===== config.mk =====
export PLATFORM = sky130hd
export DESIGN_NAME = flash_status_poll
export DESIGN_NICKNAME = d
export VERILOG_FILES = /design/src/rtl/flash_status_poll.sv
export SDC_FILE = /design/constraint.sdc
export NUM_CORES = 1
export LEC_CHECK = 0
export BUFFER_PORTS_ARGS = -buffer_cell sky130_fd_sc_hd__buf_2
export CAP_MARGIN = 20
export CORE_MARGIN = 8
export CORE_UTILIZATION = 45
export CTS_BUF_LIST = sky130_fd_sc_hd__clkbuf_8
export DETAILED_ROUTE_END_ITERATION = 7
export GPL_TIMING_DRIVEN = 0
export PLACE_DENSITY = 0.81
export SLEW_MARGIN = 20
export SYNTH_ARGS = -nofsm -noshare
export SYNTH_HDL_FRONTEND = slang
export SYNTH_SLANG_ARGS = --single-unit

===== constraint.sdc =====
create_clock -name clk -period 2.3 [get_ports clk]
set_input_delay 0.46 -clock clk [delete_from_list [all_inputs] [get_ports clk]]
set_output_delay 0.46 -clock clk [all_outputs]
set_load 0.02 [all_outputs]

===== src/rtl/flash_status_poll.sv =====
module flash_status_poll #(
  parameter int DW           = 16,
  parameter int PROG_CYCLES  = 40,
  parameter int ERASE_CYCLES = 100,
  parameter logic [7:0] MFR_CODE = 8'h1F,
  parameter logic [7:0] DEV_CODE = 8'h92
) (
  input  logic          clk,
  input  logic          rst_n,
  input  logic          start_prog,
  input  logic          start_erase,
  input  logic          prog_bit7,
  input  logic          id_mode,
  input  logic          rd_a0,
  input  logic          rd_stb,
  input  logic [DW-1:0] array_data,
  output logic [DW-1:0] rd_data,
  output logic          busy
);
  localparam int MAXC = (PROG_CYCLES > ERASE_CYCLES) ? PROG_CYCLES : ERASE_CYCLES;
  localparam int CW   = $clog2(MAXC + 1);
  localparam logic [CW-1:0] PROG_LAST  = CW'(PROG_CYCLES - 1);
  localparam logic [CW-1:0] ERASE_LAST = CW'(ERASE_CYCLES - 1);

  logic [CW-1:0] cnt;
  logic          is_erase;
  logic          poll_bit;
  logic          tgl;
  logic          stb_q;
  logic [DW-1:0] status_w;
  logic [DW-1:0] id_w;

  always_ff @(posedge clk or negedge rst_n) begin
    if (!rst_n) begin
      busy     <= 1'b0;
      cnt      <= '0;
      is_erase <= 1'b0;
      poll_bit <= 1'b0;
      tgl      <= 1'b0;
      stb_q    <= 1'b0;
    end else begin
      stb_q <= rd_stb;
      if (!busy) begin
        if (start_prog) begin
          busy     <= 1'b1;
          cnt      <= PROG_LAST;
          is_erase <= 1'b0;
          poll_bit <= ~prog_bit7;
          tgl      <= 1'b0;
        end else if (start_erase) begin
          busy     <= 1'b1;
          cnt      <= ERASE_LAST;
          is_erase <= 1'b1;
          poll_bit <= 1'b0;
          tgl      <= 1'b0;
        end
      end else begin
        if (cnt == '0) busy <= 1'b0;
        else           cnt  <= cnt - 1'b1;
        if (rd_stb && !stb_q) tgl <= ~tgl;
      end
    end
  end

  always_comb begin
    status_w    = '0;
    status_w[7] = poll_bit & ~is_erase;
    status_w[6] = tgl;
  end

  assign id_w    = {{(DW-8){1'b0}}, (rd_a0 ? DEV_CODE : MFR_CODE)};
  assign rd_data = busy ? status_w : (id_mode ? id_w : array_data);

endmodule



==> results by group, run 1 <==
Clock tree
  • Post-CTS setup buffer count: 0
  • Cts bufs inserted: 3
  • Clk pin slew, worst setup/hold paths: 0.05 ns
  • CTS resizes: 0
  • H-Tree Depth: 1
  • CTS tree: built
  • Longest Clk Path Bufs: 2
  • Clk sinks: 12
  • Hold-fix buffers at CTS: 0
  • CTS root buf: clkbuf_8
  • Clk Latency, worst-skew pair: 0.24 ns

Timing
  • Worst-Margin Slew: 0.451 ns
  • Max Freq: 474 MHz
  • Final Hold Vio Count: 0
  • Clock Skew: 0.00301 ns
  • Setup TNS: 0 ns
  • Part of the cycle the worst path needs: 91.7%
  • Slew margin rel.: 69.6%
  • Slew Limit Fails: 0
  • Setup violations, final: 0
  • RSZ-0062 raised after global routing: no
  • Final min period: 2.11 ns
  • Setup slack after layout: 0.191 ns

Worst setup path
  • Largest stage delay, worst path: 0.35 ns
  • Worst reg2reg path depth: 3
  • CP endpoint kind: output port
  • Critical path class: flop to output port
  • Setup crit start kind: flop
  • WP data arrival: 1.65 ns
  • Critical path, cell by cell: clkbuf_1 -> clkbuf_2 -> nand2_1 -> o22ai_1 -> buf_2
  • CP top delay family: buffers and inverters
  • Max FO, Critical Path: 10
  • CP Data Required Time: 1.84 ns
  • Worst r2r src: cnt[2]
  • R2R Setup Slk: 0.54 ns
  • Slowest CP cell: dfrtp_1
  • WP buf/inv: 3
  • Reg2reg end: cnt[5]

Logic synthesis
  • Synth top area cells: dfrtp_1, and2_1, mux2i_1
  • Netlist cell types: 30
  • Post-synthesis sequential element count: 12
  • Cells after Synth: 85
  • Net Count, Synth: 110
  • Post-synth top area share: 40.1%
  • Post-synth ARST share: 100%
  • Cell with the most instances after synthesis: dfrtp_1
  • Synth area leader: dfrtp_1
  • Top post-synthesis cells by count: dfrtp_1, and2_1, nor2_1, nand2b_1, o21ai_0
  • Mean Syn Cell Area: 8.82 µm²
  • Mapped cell area: 749 µm²
  • Synth warn: 0
  • Post-synth EDFFs: 0
  • Synth Flop Type: dfrtp_1
  • Post-synthesis sequential area ratio: 40.1%

Route
  • Via density: 5.58
  • Routed WL per cell: 14.9 µm
  • Drt pass-1 iters: 4
  • DRC Markers: 0
  • Routed Antenna Nets: 0
  • Total Routed Length: 2140 µm
  • Initial DRC count: 20
  • Via count: 798

Global route
  • Pin count of the biggest net entering global routing: 13
  • Vias in the first global route: 760
  • Global-route wire length before repair: 3390 µm
  • Total global-route track usage: 12.9%
  • Grt ovf: 0
  • Initial antenna violation count: 0

Pwr
  • PwrDens: 1010 nW/µm²
  • Clock share of power: 18.5%
  • Seq pwr share: 38.6%
  • LEAKAGE: 0.521 nW
  • Internal: 0.627 mW
  • IR Drop Worst-Case VDD: 0.000652 V
  • Sw power: 0.393 mW
  • Net Sw Frac: 38.5%
  • Comb pwr share: 42.9%

Placed design
  • # placed instances: 140
  • Setup slack at placement: 0.322 ns
  • Post-DP HPWL: 1710 µm
  • Port bufs: 39
  • GP Congestion: 0.870

Cells and area
  • Area Growth Syn to Fin: 34.4%
  • Fin nets: 154
  • Layout cell share with drive strength beyond 1: 37.0%
  • Diode count: 0
  • Number of fill cells: 138
  • Final Non-Filler Cells: 143

Floorplan
  • DIE AREA: 3230 µm²
  • Die Span X: 56.8 µm
  • Initial Util: 48.6%
  • I/O Pins: 41
  • Rows: 14
  • Die Ht: 56.8 µm
  • Core Area: 1540 µm²

Flow run
  • Max_cap viols: 0

Min path
  • Hold Path Class: primary input to async pin

Run status
  • Status: finished clean
[cell usage in the layout, fill, tap and decap left out, types with 2 or more instances in the layout]
| cell type | Yosys | layout |
|---|---|---|
| buf_2 | 0 | 39 |
| dfrtp_1 | 12 | 12 |
| and2_1 | 9 | 9 |
| nor2_1 | 8 | 8 |
| nand2b_1 | 6 | 6 |
| o21ai_0 | 6 | 6 |
| mux2i_1 | 5 | 5 |
| a21oi_1 | 5 | 5 |
| inv_1 | 4 | 4 |
| nand2_1 | 4 | 4 |
| clkbuf_8 | 0 | 3 |
| clkbuf_1 | 2 | 2 |
| or3_1 | 2 | 2 |
| nand3_1 | 2 | 2 |
| nor3_1 | 2 | 2 |
| nor2b_1 | 2 | 2 |
[power by group through the flow]
stage / clock network [mW] / logic [mW] / registers [mW]
after detailed placement: 0 / 0.441 / 0.394
after CTS: 0.191 / 0.443 / 0.394
after floorplan: 0 / 0.328 / 0.376
after global routing: 0.194 / 0.495 / 0.409
final: 0.189 / 0.437 / 0.394
after global placement: 0 / 0.423 / 0.387
[sequential cells by signal, indices dropped and copies added, names as in the netlist]
register,count
cnt,7
busy,1
is_erase,1
poll_bit,1
stb_q,1
tgl,1
[stage by stage]
stage | cell area, µm² | hold WS, ns | total power, mW | util (%)
2_1_floorplan | 749 | 0.164 | 0.704 | -
3_3_place_gp | 965 | 0.348 | 0.811 | 62.6
3_5_place_dp | 965 | 0.352 | 0.835 | 62.6
4_1_cts | 1010 | 0.0965 | 1.03 | 65.3
5_1_grt | 1010 | 0.116 | 1.10 | 65.3
6_report | 1010 | 0.0871 | 1.02 | 65.3
[final cells by class]
type                            count  area, µm²  area share, %
Tap cell                           16       20.0           1.99
Inverter                            4       15.0           1.49
Timing Repair Buffer               39        195           19.4
Clock buffer                        3       41.3           4.10
Sequential cell                    12        300           29.8
Multi-Input combinational cell     66        423           42.0
Buffer                              3       12.5           1.24
[routing by layer]
metal	wire length, µm	vias up	track usage (%)
met5	0	-	0
met4	38	0	6.04
met3	312	5	6.97
met2	911	44	20.5
met1	873	363	13.6
li1	-	386	-
[worst max path at each step]
| stage | cells after the start | to | from |
|---|---|---|---|
| 4_1_cts | 5 | rd_data[7] | busy |
| 2_1_floorplan | 4 | rd_data[7] | busy |
| 3_5_place_dp | 5 | rd_data[7] | busy |
| 5_1_grt | 5 | rd_data[7] | busy |
| 6_report | 5 | rd_data[7] | busy |
| 3_3_place_gp | 5 | rd_data[7] | busy |
[cell families after synthesis]
group	after synthesis	share of synthesized area [%]
compound gates	20	17.5
xor+xnor	1	1.17
fa+ha+maj	1	1.67
buf+inv	7	3.51
flops	12	40.1
mux	6	8.18
simple gates	38	27.9
No activity file was read; power rests on OpenSTA's default activity.
==> inputs of run 2 (changes only) <==
--- a/config.mk
+++ b/config.mk
@@ -7,12 +7,14 @@
 export LEC_CHECK = 0
 export BUFFER_PORTS_ARGS = -buffer_cell sky130_fd_sc_hd__buf_2
 export CAP_MARGIN = 20
+export CELL_PAD_IN_SITES_DETAIL_PLACEMENT = 2
+export CELL_PAD_IN_SITES_GLOBAL_PLACEMENT = 2
 export CORE_MARGIN = 8
-export CORE_UTILIZATION = 45
+export CORE_UTILIZATION = 24
 export CTS_BUF_LIST = sky130_fd_sc_hd__clkbuf_8
 export DETAILED_ROUTE_END_ITERATION = 7
 export GPL_TIMING_DRIVEN = 0
-export PLACE_DENSITY = 0.81
+export PLACE_DENSITY = 0.79
 export SLEW_MARGIN = 20
 export SYNTH_ARGS = -nofsm -noshare
 export SYNTH_HDL_FRONTEND = slang
==> results by group, run 2 (synthesized netlist as in run 1, its figures left out) <==
Run status
  • Status: finished clean (unchanged)

Timing
  • Max Freq: 469 MHz (was 474 MHz)
  • Final Hold Vio Count: 0 (unchanged)
  • Part of the cycle the worst path needs: 92.8% (was 91.7%)
  • Slew margin rel.: 66.5% (was 69.6%)
  • Hold_ws: 0.0881 ns (was 0.0871 ns)
  • Slew Limit Fails: 0 (unchanged)
  • Worst-Margin Slew: 0.497 ns (was 0.451 ns)
  • Final min period: 2.13 ns (was 2.11 ns)
  • Clock Skew: 0.00407 ns (was 0.00301 ns)
  • Setup violations, final: 0 (unchanged)

Global route
  • Pin count of the biggest net entering global routing: 13 (unchanged)
  • Total global-route track usage: 10.4% (was 12.9%)
  • Vias in the first global route: 900 (was 760)
  • Initial antenna violation count: 0 (unchanged)
  • Grt ovf: 0 (unchanged)
  • Global-route wire length before repair: 4290 µm (was 3390 µm)

Pwr
  • IR Drop Worst-Case VDD: 0.000433 V (was 0.000652 V)
  • Design Power: 1.07 mW (was 1.02 mW)
  • LEAKAGE: 0.526 nW (was 0.521 nW)
  • PwrDens: 1030 nW/µm² (was 1010 nW/µm²)

Worst setup path
  • Setup crit start kind: flop (unchanged)
  • CP top delay family: buffers and inverters (unchanged)
  • WP buf/inv: 3 (unchanged)
  • R2R Setup Slk: 0.50 ns (was 0.54 ns)
  • Critical Path Most Common Cell: buf_2
  • CP endpoint kind: output port (unchanged)
  • Slowest CP cell: clkbuf_1 (was dfrtp_1)
  • CP Data Required Time: 1.84 ns (about the same)
  • Critical path class: flop to output port (unchanged)
  • WP data arrival: 1.67 ns (was 1.65 ns)
  • Worst r2r src: cnt[2] (unchanged)
  • Largest stage delay, worst path: 0.37 ns (was 0.35 ns)
  • Worst reg2reg path depth: 3 (unchanged)
  • Reg2reg end: cnt[5] (unchanged)
  • Max FO, Critical Path: 10 (unchanged)
  • Critical path, cell by cell: clkbuf_1 -> buf_2 -> nand2_1 -> o22ai_1 -> buf_2 (was clkbuf_1 -> clkbuf_2 -> nand2_1 -> o22ai_1 -> buf_2)

Floorplan
  • Core Area: 3000 µm² (was 1540 µm²)
  • I/O Pins: 41 (unchanged)
  • Die Ht: 71.9 µm (was 56.8 µm)
  • Initial Util: 25.0% (was 48.6%)
  • Die Span X: 71.9 µm (was 56.8 µm)
  • DIE AREA: 5170 µm² (was 3230 µm²)
  • Rows: 20 (was 14)

Route
  • Max layer used: met4 (unchanged)
  • Via count: 811 (was 798)
  • Initial DRC count: 17 (was 20)
  • DRC Markers: 0 (unchanged)
  • Met2 routed wirelength: 1120 µm (was 911 µm)
  • WL met1: 1220 µm (was 873 µm)
  • Routed WL per cell: 16.1 µm (was 14.9 µm)
  • Drt pass-1 iters: 4 (unchanged)
  • Via density: 5.04 (was 5.58)
  • Total Routed Length: 2590 µm (was 2140 µm)
  • Routed length on met3: 219 µm (was 312 µm)
  • Routed Antenna Nets: 0 (unchanged)

Cells and area
  • Final Instance Area: 1040 µm² (was 1010 µm²)
  • Reg with most FFs: cnt (unchanged)
  • Max reg flops: 7 (unchanged)
  • Most common cell after layout, fill and taps aside: buf_2 (unchanged)
  • Final Util: 34.8% (was 65.3%)
  • Final Non-Filler Cells: 161 (was 143)
  • Fin nets: 154 (unchanged)
  • Diode count: 0 (unchanged)
  • Layout cell share with drive strength beyond 1: 38.3% (was 37.0%)
  • Area Growth Syn to Fin: 39.4% (was 34.4%)
  • Most frequent cells in the layout: buf_2, dfrtp_1, and2_1 (unchanged)

Clock tree
  • Longest Clk Path Bufs: 2 (unchanged)
  • Cts bufs inserted: 3 (unchanged)
  • CTS root buf: clkbuf_8 (unchanged)
  • Hold-fix buffers at CTS: 0 (unchanged)
  • Clk sinks: 12 (unchanged)
  • H-Tree Depth: 1 (unchanged)
  • Clk pin slew, worst setup/hold paths: 0.06 ns (was 0.05 ns)
  • Clk Latency, worst-skew pair: 0.24 ns (about the same)
  • CTS tree: built (unchanged)

Placed design
  • Post-DP Area: 986 µm² (was 965 µm²)
  • # placed instances: 157 (was 140)
  • Post-DP HPWL: 2130 µm (was 1710 µm)
  • GP Congestion: 0.801 (was 0.870)
  • Port bufs: 39 (unchanged)

Flow run
  • Max_cap viols: 0 (unchanged)

Min path
  • Hold Path Class: primary input to async pin (unchanged)
[run 2: cell types whose count changed in the layout (fill, tap and decap cells not counted), sizes merged]
cell	change
buf	+1
[run 2: metal layers]
layer	track usage, %	vias up
li1	-	382
met1	12.3	386
met2	17.1	39
met3	3.49	4
met4	3.40	0
met5	0	-
[run 2: worst max path at each step]
stage	startpoint	endpoint	depth (start not counted)
after floorplan	busy	rd_data[7]	4
after global placement	busy	rd_data[7]	5
after global routing	busy	rd_data[7]	5
after CTS	busy	rd_data[12]	4
final	busy	rd_data[7]	5
after detailed placement	busy	rd_data[7]	5
[run 2: where the power goes]
group | total [mW] | internal, mW | switching (mW)
sequential | 0.396 | 0.301 | 0.0945
combinational | 0.445 | 0.211 | 0.234
clock | 0.234 | 0.151 | 0.0823
total | 1.07 | 0.664 | 0.411
[run 2: timing repair]
item / 4_1_cts / 5_1_grt
resized for setup: 1 / 1
setup endpoints to repair: 1 / 10
endpoints found under the hold margin: 0 / 0
setup buffers: 0 / 0
[run 2: layout make-up]
class | count | area, µm²
inverters | 4 | 15.0
plain buffers | 3 | 12.5
repair buffers | 39 | 195
multi-input cells | 66 | 425
fillers | 366 | 1960
clock buffers | 4 | 55.1
flip-flops and latches | 12 | 300
well taps | 33 | 41.3
[run 2: stage by stage]
stage | TNS [ns] | setup WS [ns]
floorplan | 0 | 0.360
global placement | 0 | 0.296
detailed placement | 0 | 0.262
CTS | 0 | 0.104
global route | -0.000287 | -0.000287
finish | 0 | 0.166
[run 2: worst reg2reg max path, stage by stage (launching register included)]
cell and delay (ns):
dfrtp_1 0.44, or4_4 0.57, o21ai_0 0.44, o221ai_1 0.20
